==> config.mk <==
export PLATFORM = sky130hd
export DESIGN_NAME = idx_addr_gen
export DESIGN_NICKNAME = d
export VERILOG_FILES = /design/src/rtl/idx_pkg.sv /design/src/rtl/idx_decode.sv /design/src/rtl/idx_ea_calc.sv /design/src/rtl/idx_out_reg.sv /design/src/rtl/idx_addr_gen.sv
export SDC_FILE = /design/constraint.sdc
export NUM_CORES = 1
export LEC_CHECK = 0
export ABC_AREA = 1
export BUFFER_PORTS_ARGS = -buffer_cell sky130_fd_sc_hd__buf_2
export CORE_UTILIZATION = 25
export CTS_CLUSTER_DIAMETER = 120
export DETAILED_ROUTE_END_ITERATION = 7
export GPL_TIMING_DRIVEN = 0
export HOLD_SLACK_MARGIN = 0.08
export PLACE_DENSITY = 0.54
export SETUP_SLACK_MARGIN = 0.4
export SYNTH_ARGS = -nofsm -noshare
export SYNTH_HDL_FRONTEND = slang
export SYNTH_SLANG_ARGS = --single-unit
==> constraint.sdc <==
create_clock -name clk -period 0.8 [get_ports clk]
set_input_delay 0.08 -clock clk [delete_from_list [all_inputs] [get_ports clk]]
set_output_delay 0.08 -clock clk [all_outputs]
set_load 0.01 [all_outputs]
==> src/rtl/idx_pkg.sv <==
package idx_pkg;
  localparam int BW   = 8;
  localparam int AW   = 2 * BW;
  localparam int LENW = 2;

  typedef enum logic [3:0] {
    MD_K5, MD_STEP, MD_K9, MD_K16, MD_K16_IND,
    MD_ACC_A, MD_ACC_B, MD_ACC_D, MD_D_IND
  } mode_e;

  typedef enum logic [1:0] {RS_X = 2'd0, RS_Y = 2'd1, RS_SP = 2'd2, RS_PC = 2'd3} rsel_e;

  typedef struct packed {
    logic [AW-1:0]   ea;
    logic            wb_en;
    logic [1:0]      wb_sel;
    logic [AW-1:0]   wb_val;
    logic [LENW-1:0] len;
    logic            ind;
    logic            inv;
  } res_t;

  function automatic logic [AW-1:0] sext5(input logic [4:0] v);
    return {{(AW-5){v[4]}}, v};
  endfunction

  function automatic logic [AW-1:0] step_of(input logic [3:0] nib);
    if (nib[3]) return {{(AW-4){1'b1}}, nib};
    return AW'(nib) + AW'(1);
  endfunction

  function automatic logic [AW-1:0] sext9(input logic s, input logic [BW-1:0] b);
    return {{(AW-BW){s}}, b};
  endfunction

  function automatic logic [AW-1:0] zext(input logic [BW-1:0] b);
    return {{(AW-BW){1'b0}}, b};
  endfunction

  function automatic logic [LENW-1:0] len_of(input mode_e m);
    case (m)
      MD_K9:              return LENW'(2);
      MD_K16, MD_K16_IND: return LENW'(3);
      default:            return LENW'(1);
    endcase
  endfunction
endpackage

==> src/rtl/idx_decode.sv <==
module idx_decode
  import idx_pkg::*;
(
  input  logic       clk,
  input  logic       rst_n,
  input  logic       valid_in,
  input  logic [7:0] postbyte,
  input  logic       is_move,
  output mode_e      mode,
  output rsel_e      rsel,
  output logic       is_post,
  output logic       bad_form,
  output logic       needs_ind
);
  always_comb begin
    is_post = postbyte[4];
    if (!postbyte[5]) begin
      mode = MD_K5;
      rsel = rsel_e'(postbyte[7:6]);
    end else if (postbyte[7:6] != 2'b11) begin
      mode = MD_STEP;
      rsel = rsel_e'(postbyte[7:6]);
    end else begin
      rsel = rsel_e'(postbyte[4:3]);
      if (postbyte[2:0] == 3'b011)  mode = MD_K16_IND;
      else if (!postbyte[2])        mode = postbyte[1] ? MD_K16 : MD_K9;
      else begin
        case (postbyte[1:0])
          2'b00:   mode = MD_ACC_A;
          2'b01:   mode = MD_ACC_B;
          2'b10:   mode = MD_ACC_D;
          default: mode = MD_D_IND;
        endcase
      end
    end
    bad_form  = is_move && (mode == MD_K9 || mode == MD_K16 || mode == MD_K16_IND);
    needs_ind = !bad_form && (mode == MD_K16_IND || mode == MD_D_IND);
  end

  // an invalid flag never appears outside a move request
  a_r10_invalid_only_move: assert property (@(posedge clk) disable iff (!rst_n)
    (valid_in && bad_form) |-> is_move);
  // auto-modify never targets PC
  a_r3_step_not_pc: assert property (@(posedge clk) disable iff (!rst_n)
    (valid_in && mode == MD_STEP) |-> rsel != RS_PC);
endmodule

==> src/rtl/idx_ea_calc.sv <==
module idx_ea_calc
  import idx_pkg::*;
(
  input  logic                clk,
  input  logic                rst_n,
  input  logic                valid_in,
  input  mode_e               mode,
  input  rsel_e               rsel,
  input  logic                is_post,
  input  logic [7:0]          postbyte,
  input  logic [BW-1:0]       ext0,
  input  logic [BW-1:0]       ext1,
  input  logic [AW-1:0]       post_addr,
  input  logic [AW-1:0]       reg_x,
  input  logic [AW-1:0]       reg_y,
  input  logic [AW-1:0]       reg_sp,
  input  logic [BW-1:0]       acc_a,
  input  logic [BW-1:0]       acc_b,
  output logic [AW-1:0]       ea,
  output logic                wb_en,
  output logic [AW-1:0]       wb_val,
  output logic [LENW-1:0]     len
);
  logic [AW-1:0] base;
  logic [AW-1:0] off;
  logic [AW-1:0] sum;

  always_comb begin
    len = len_of(mode);
    case (rsel)
      RS_X:    base = reg_x;
      RS_Y:    base = reg_y;
      RS_SP:   base = reg_sp;
      default: base = post_addr + AW'(len);
    endcase
    wb_en = 1'b0;
    case (mode)
      MD_K5:                off = sext5(postbyte[4:0]);
      MD_STEP: begin        off = step_of(postbyte[3:0]); wb_en = 1'b1; end
      MD_K9:                off = sext9(postbyte[0], ext0);
      MD_K16, MD_K16_IND:   off = {ext0, ext1};
      MD_ACC_A:             off = zext(acc_a);
      MD_ACC_B:             off = zext(acc_b);
      default:              off = {acc_a, acc_b};
    endcase
    sum    = base + off;
    wb_val = wb_en ? sum : '0;
    ea     = (wb_en && is_post) ? base : sum;
  end

  // pre-modify address equals the value written back
  a_r4_pre_matches_wb: assert property (@(posedge clk) disable iff (!rst_n)
    (valid_in && wb_en && !is_post) |-> ea == wb_val);
  // a step always changes the register
  a_r3_step_moves: assert property (@(posedge clk) disable iff (!rst_n)
    (valid_in && wb_en) |-> wb_val != base);
endmodule

==> src/rtl/idx_out_reg.sv <==
module idx_out_reg
  import idx_pkg::*;
(
  input  logic clk,
  input  logic rst_n,
  input  logic valid_in,
  input  res_t d,
  output logic valid_q,
  output res_t q
);
  always_ff @(posedge clk or negedge rst_n) begin
    if (!rst_n) begin
      valid_q <= 1'b0;
      q       <= '0;
    end else begin
      valid_q <= valid_in;
      if (valid_in) q <= d;
    end
  end

  // one cycle latency
  a_r12_latency: assert property (@(posedge clk) disable iff (!rst_n)
    valid_in |=> valid_q);
  // results hold while idle
  a_r12_hold: assert property (@(posedge clk) disable iff (!rst_n)
    !valid_in |=> $stable(q));
  // indirect and invalid exclusive
  a_r10_excl: assert property (@(posedge clk) disable iff (!rst_n)
    valid_q |-> !(q.inv && q.ind));
  // an update comes only with a one-byte, direct, valid result
  a_r11_wb_shape: assert property (@(posedge clk) disable iff (!rst_n)
    (valid_q && q.wb_en) |-> (q.len == LENW'(1) && !q.ind && !q.inv));
endmodule

==> src/rtl/idx_addr_gen.sv <==
module idx_addr_gen
  import idx_pkg::*;
(
  input  logic          clk,
  input  logic          rst_n,
  input  logic          valid_in,
  input  logic          is_move,
  input  logic [7:0]    postbyte,
  input  logic [7:0]    ext0,
  input  logic [7:0]    ext1,
  input  logic [15:0]   post_addr,
  input  logic [15:0]   reg_x,
  input  logic [15:0]   reg_y,
  input  logic [15:0]   reg_sp,
  input  logic [7:0]    acc_a,
  input  logic [7:0]    acc_b,
  output logic          valid_out,
  output logic [15:0]   eff_addr,
  output logic          wb_en,
  output logic [1:0]    wb_sel,
  output logic [15:0]   wb_val,
  output logic [1:0]    op_len,
  output logic          indirect,
  output logic          invalid
);
  mode_e           mode;
  rsel_e           rsel;
  logic            is_post, bad_form, needs_ind;
  logic [AW-1:0]   c_ea, c_wb;
  logic            c_wb_en;
  logic [LENW-1:0] c_len;
  res_t            res_d, res_q;

  idx_decode u_dec (
    .clk(clk), .rst_n(rst_n), .valid_in(valid_in), .postbyte(postbyte),
    .is_move(is_move), .mode(mode), .rsel(rsel), .is_post(is_post),
    .bad_form(bad_form), .needs_ind(needs_ind)
  );

  idx_ea_calc u_calc (
    .clk(clk), .rst_n(rst_n), .valid_in(valid_in), .mode(mode), .rsel(rsel),
    .is_post(is_post), .postbyte(postbyte), .ext0(ext0), .ext1(ext1),
    .post_addr(post_addr), .reg_x(reg_x), .reg_y(reg_y), .reg_sp(reg_sp),
    .acc_a(acc_a), .acc_b(acc_b), .ea(c_ea), .wb_en(c_wb_en), .wb_val(c_wb),
    .len(c_len)
  );

  always_comb begin
    res_d.inv    = bad_form;
    res_d.ind    = needs_ind;
    res_d.ea     = bad_form ? '0 : c_ea;
    res_d.len    = bad_form ? LENW'(1) : c_len;
    res_d.wb_en  = c_wb_en;
    res_d.wb_sel = c_wb_en ? rsel : 2'd0;
    res_d.wb_val = c_wb;
  end

  idx_out_reg u_oreg (
    .clk(clk), .rst_n(rst_n), .valid_in(valid_in), .d(res_d),
    .valid_q(valid_out), .q(res_q)
  );

  assign eff_addr = res_q.ea;
  assign wb_en    = res_q.wb_en;
  assign wb_sel   = res_q.wb_sel;
  assign wb_val   = res_q.wb_val;
  assign op_len   = res_q.len;
  assign indirect = res_q.ind;
  assign invalid  = res_q.inv;
endmodule

Yosys cells after proc, flatten, opt, wreduce, memory -nomap -nowiden:

Index checks and enable logic that the tools add are counted.

* add/sub/neg operators: 3
* multiply operators: 0
* div/mod/pow operators: 0
* magnitude comparators: 0
* eq/ne operators: 13
* shift-type cells: 0
* muxes and demuxes: 21
* bitwise logic cells: 0
* reduce and logical (&&, ||, !) cells: 11

Operators by type and width (count)
* one-hot mux 16 bit (6 select lines): 1
* two-way mux 16 bit: 5
* one-hot mux 16 bit (3 select lines): 1
* adder 16 bit: 1
* adder 16 x 2 -> 16 bit: 1
* two-way mux 4 bit: 4
* equality test 4 x 3 -> 1 bit (second input constant): 3
* one-hot mux 4 bit (3 select lines): 1
* equality test 4 x 2 -> 1 bit (second input constant): 2
* two-way mux 2 bit: 4
* adder 4 x 1 -> 5 bit (second input constant): 1
* equality test 2 x 1 -> 1 bit (second input constant): 2
* equality test 2 bit (second input constant): 2
* equality test 4 x 1 -> 1 bit (second input constant): 1
* equality test 4 bit (second input constant): 1
* zero test 2 bit: 2
* zero test 4 bit: 1
* two-way mux 1 bit: 4
* one-hot mux 2 bit (2 select lines): 1
* equality test 3 x 2 -> 1 bit (second input constant): 1
* logical AND 1 bit: 3
* logical OR 1 bit: 3
* inequality test 2 bit (second input constant): 1
* OR reduction 2 bit: 1
* zero test 1 bit: 1

* flip-flop bits (word level): 40
* latch bits: 0
* RAM bits: 0
* memory bits (read-only): 0
* input port bits: 108
* output and inout port bits: 40
* word-level logic and storage cells: 56
* memories: 0

Depth between registers and ports, before layout:

* word-level depth: 14
* gate-level depth with buffers: 29
* mapped depth without buffers: 29

Modules after synthesis:

From an unflattened synthesis, not the netlist that was laid out.

* cells, all modules: 715
* area total of the unflattened synthesis: 4275.4 µm²

By module, submodules not included
* idx_ea_calc: instances 1, cells each 471, area an instance 2403.6 µm², seq. area each 0.0 µm²
* idx_out_reg: instances 1, cells each 166, area an instance 1491.4 µm², seq. area each 1001.0 µm²
* idx_decode: instances 1, cells each 35, area an instance 200.2 µm², seq. area each 0.0 µm²
* idx_addr_gen: instances 1, cells each 43, area an instance 180.2 µm², seq. area each 0.0 µm²

Worst setup path after synthesis:

No wires, ideal clock.

* kind: in2reg
* start point: input port postbyte[0]
* end point: register u_oreg.q[38] in the netlist's numbering
* library setup time: 0.117 ns
* arrival time: 3.459 ns
* required time: 0.683 ns
* path slack: -2.776 ns
* stages: 29
* buffers on the path: 0
* cell sequence: ha_1 -> ha_1 -> inv_1 -> nand3_1 -> inv_1 -> nor2_4 -> nand2_1 -> ha_1 -> inv_1 -> fa_1 -> nor2_1 -> nand3_1 -> inv_2 -> nand4_1 -> or2_1 -> nand2_1 -> inv_1 -> o21ai_1 -> inv_1 -> ha_1 -> a21o_1 -> a21oi_1 -> o21bai_1 -> a21oi_1 -> inv_1 -> nand3_1 -> nand3_1 -> nand2_1 -> nand2_1

* longest elaborated chain between the ends: 14
* elaborated cells between the ends (all ways): 32
* those cells by class: add/sub: 3; eq/ne: 9; mux: 13; reduce/logical: 7

RTL lines
* start: declaration: RTL line idx_addr_gen.sv:8 `input logic [7:0] postbyte,`
* equality test 2 bit (tied with other cells): RTL line idx_decode.sv:28 `case (postbyte[1:0])`
* one-hot mux 4 bit (3 select lines): RTL line idx_decode.sv:28
* two-way mux 4 bit: RTL line idx_decode.sv:26 `else if (!postbyte[2]) mode = postbyte[1] ? MD_K16 : MD_K9;`
* two-way mux 4 bit: RTL line idx_decode.sv:25 `if (postbyte[2:0] == 3'b011) mode = MD_K16_IND;`
* two-way mux 4 bit: RTL line idx_decode.sv:20 `end else if (postbyte[7:6] != 2'b11) begin`
* two-way mux 4 bit: RTL line idx_decode.sv:17 `if (!postbyte[5]) begin`
* equality test 4 x 2 -> 1 bit / equality test 4 x 3 -> 1 bit (equally long branches): RTL line idx_pkg.sv:41, idx_decode.sv:36, idx_ea_calc.sv:37
* OR reduction 2 bit: RTL line idx_pkg.sv:41, idx_ea_calc.sv:37
* one-hot mux 2 bit (2 select lines): RTL line idx_pkg.sv:41 `case (m)`
* adder 16 x 2 -> 16 bit: RTL line idx_ea_calc.sv:34 `default: base = post_addr + AW'(len);`
* one-hot mux 16 bit (3 select lines): RTL line idx_ea_calc.sv:30 `case (rsel)`
* adder 16 bit: RTL line idx_ea_calc.sv:46 `sum = base + off;`
* two-way mux 16 bit: RTL line idx_ea_calc.sv:48 `ea = (wb_en && is_post) ? base : sum;`
* two-way mux 16 bit *: RTL line idx_addr_gen.sv:51 `res_d.ea = bad_form ? '0 : c_ea;`
* end signal: assignment: RTL line idx_out_reg.sv:14 `q <= '0;`
* end signal: assignment: RTL line idx_out_reg.sv:17 `if (valid_in) q <= d;`
* end: declaration: RTL line idx_out_reg.sv:9 `output res_t q`

Mark *: on every way between the ends. The rest lies on a longest branch, timed or not. The select of a mux whose other input is x is not followed.
A chain may end at the register's enable or synchronous reset.

Worst setup path in the final report:

Same ends and word-level chain as after synthesis.

==> results.toml <==
[yosys]
ys_ff_latch = 40
syn_area_per_cell_um2 = 6.73
synth.distinct_cells = 48
netlist_top_cells_count = "nand2_1, inv_1, nand3_1, o21ai_0, dfrtp_1"
synth_area_um2 = 3960
synth_flop_cell = "dfrtp_1"
mappedNetlistNets = 718
netlist.area_leader.share_pct = 25.3
synth.most_common_cell = "nand2_1"
synth_edf_count = 0
synth_area_leaders = "dfrtp_1, nand2_1, nand3_1, o21ai_0, ha_1"
yosysTopAreaCell = "dfrtp_1"
ys_seq_area_share_pct = 25.3
async_flop_share_pct = 100
yosysWarnings = 0
syn_inst = 588

[worst_setup_path]
critPathArrivalTime_ns = 3.53
slowest_delay_ns = 0.38
r2r.worst_path.cells = 4
slowest_stage = "fa_2"
criticalPathCategory = "input pin to register"
required_ns = 0.97
startpoint_type = "input pin"
crit_path_end_kind = "register"
cp_max_fo = 3
cpMostUsedCell = "inv_2"

[cells_and_area]
drive_above_1_share_pct = 56.4
area_growth_syn_to_layout_pct = 85.9
finalInstanceArea_um2 = 7350
nFillCells = 1532
postLayoutCoreUtil_pct = 48.0
final_nets = 1005
diodes = 0

[timing]
max_slew_margin_pct = 50.2
fin_skew_ns = 0
rsz0062_at_grt = "true"
finalCritPeriodShare_pct = 419
hold_ws_ns = -0.228
slew_viol_final = 0
finalWorstSetupSlack_ns = -2.56
hold_viol_final = 41
max_freq_mhz = 298
final.min_clock_period_ns = 3.36
setup_viol = 76
worst-slew-pin-transition_ns = 0.744

[drt]
wl_met1_mm = 7.21
drc = 0
drt-total-wl_mm = 16.6
wl_met2_mm = 7.86
drt-initial-drc-count = 272
wire_per_inst_um = 15.2
vias = 5180
highest_layer = "met4"
ant_nets = 0
viasPerCell = 4.77
met3_length_um = 994
first_pass_iters = 5

[place]
numPortBuffers = 146
placed_cell_area_um2 = 5290
gp_congestion = 0.927
dpl.hpwl_mm = 12.3

[clock_tree]
clk_latency_ns = 0.28
clock-sinks = 40
numCtsBuffers = 5
cts-htree-levels = 2
clock-root-buffer = "clkbuf_16"
clock_path_buffers = 2
cts_tree = "built"
clk_pin_slew_ns = 0.06

[outcome]
violations = "hold timing, setup timing"
status = "finished with violations"

[floorplanning]
die_height_um = 128
core-area_um2 = 15300
rows = 45
initial_core_util_pct = 25.8
io_pins = 148
die_w_um = 128
die_area_um2 = 16300

[global_routing]
grt_pass1_vias = 4855
antenna_found_initial = 0
grt_pass1_wl_mm = 24.7
globalRouteOverflowTotal = 0
track_usage_pct = 19.5
grt_max_degree = 41

[job]
maxCapViolCount = 0

[power]
vdd_drop_max_v = 0.000957
p_leak_nw = 3.61
p_per_area_nw_per_um2 = 1710

[hold_path]
worstHoldPathType = "input pin to asynchronous set/reset pin"
final timing paths:
kind,startpoint,to,slack (ns)
max,postbyte[0],u_oreg.q[38],-2.56
min,rst_n,u_oreg.valid_q,-0.23
max reg2reg,u_oreg.q[37],u_oreg.q[37],-0.05
min reg2reg,u_oreg.q[33],u_oreg.q[33],0.47
max in group asynchronous,rst_n,u_oreg.q[29],0.67
min in group clk,valid_in,u_oreg.valid_q,-0.04
per-stage QoR:
stage / power (mW) / TNS, ns / setup WS, ns / instances
floorplan: 5.62 / -66.77 / -2.57 / 588
global placement: 7.27 / -96.48 / -3.46 / 945
detailed placement: 7.29 / -96.31 / -3.50 / 945
CTS: 11.5 / -71.06 / -2.51 / 1052
global route: 13.3 / -81.23 / -2.79 / 1087
finish: 12.6 / -75.14 / -2.56 / 1087
registers in the layout, indices dropped and copies added, names as in the netlist:
register,flops
u_oreg.q,39
u_oreg.valid_q,1
area by class of cell:
type	count	area [um2]	share of cell area, %
Tap cell	211	264	3.59
Sequential cell	40	1000	13.6
Clock inverter	2	35.0	0.476
Inverter	74	298	4.05
Buffer	16	161	2.19
Multi-Input combinational cell	458	3550	48.2
Timing Repair Buffer	280	1920	26.1
Clock buffer	6	129	1.75
worst max-delay path: cells and delay by family:
| family | cells | cell delay (ns) |
|---|---|---|
| AOI/OAI and AO/OA | 5 | 0.68 |
| buffers and inverters | 8 | 0.52 |
| adders and majority gates | 5 | 1.06 |
| and+or+nand+nor | 12 | 1.19 |
per-layer routing:
| layer | vias up | track usage, % |
|---|---|---|
| li1 | 2561 | - |
| met1 | 2364 | 25.4 |
| met2 | 216 | 33.5 |
| met3 | 39 | 2.09 |
| met4 | 0 | 6.37 |
| met5 | - | 0 |
kinds of logic (layout without fill, tap and decap cells):
| group | after synthesis | in the layout | share of synthesized area (%) |
|---|---|---|---|
| AOI/OAI and AO/OA | 135 | 135 | 20.5 |
| xor gates and xnor gates | 14 | 14 | 3.10 |
| adders and majority gates | 22 | 22 | 7.34 |
| buffers and inverters | 90 | 378 | 9.46 |
| DFF | 40 | 40 | 25.3 |
| and+or+nand+nor | 287 | 287 | 34.3 |
cell usage in the layout, fill, tap and decap left out, types with 4 or more instances in the layout:
cell,Yosys,final
inv_2,11,25
o21ai_2,0,16
a22oi_1,6,6
nor2_4,4,10
nand4_1,10,10
nor3_1,9,7
nor2_1,18,12
nand2_2,8,25
o21ai_4,0,4
a21oi_2,4,9
nand3_4,1,6
ha_4,0,18
nand3_2,2,20
clkbuf_8,0,4
inv_1,62,43
xor2_1,8,4
buf_2,3,140
buf_6,3,34
a221oi_1,4,4
a21oi_1,35,26
clkbuf_1,8,5
nand2_4,7,16
a21oi_4,1,5
buf_4,2,107
nand2_1,158,129
buf_12,0,4
nand3_1,59,36
a22o_1,6,6
dfrtp_1,40,40
o21ai_1,9,22
o21ai_0,51,18
clkbuf_16,0,5
report_power, final:
part	switching [mW]	internal (mW)	leakage (nW)
clock network	0.770	1.47	0.0808
registers	0.217	2.45	0.506
logic	3.85	3.82	3.03
repair_timing:
| item | 4_1_cts | 5_1_grt |
|---|---|---|
| hold endpoints to repair | 42 | 42 |
| pin swaps | 78 | 40 |
| buffers inserted | 99 | 35 |
| gates resized for setup | 129 | 74 |
| endpoints found under the setup margin | 119 | 79 |
Power figures use the tool's default switching activity.
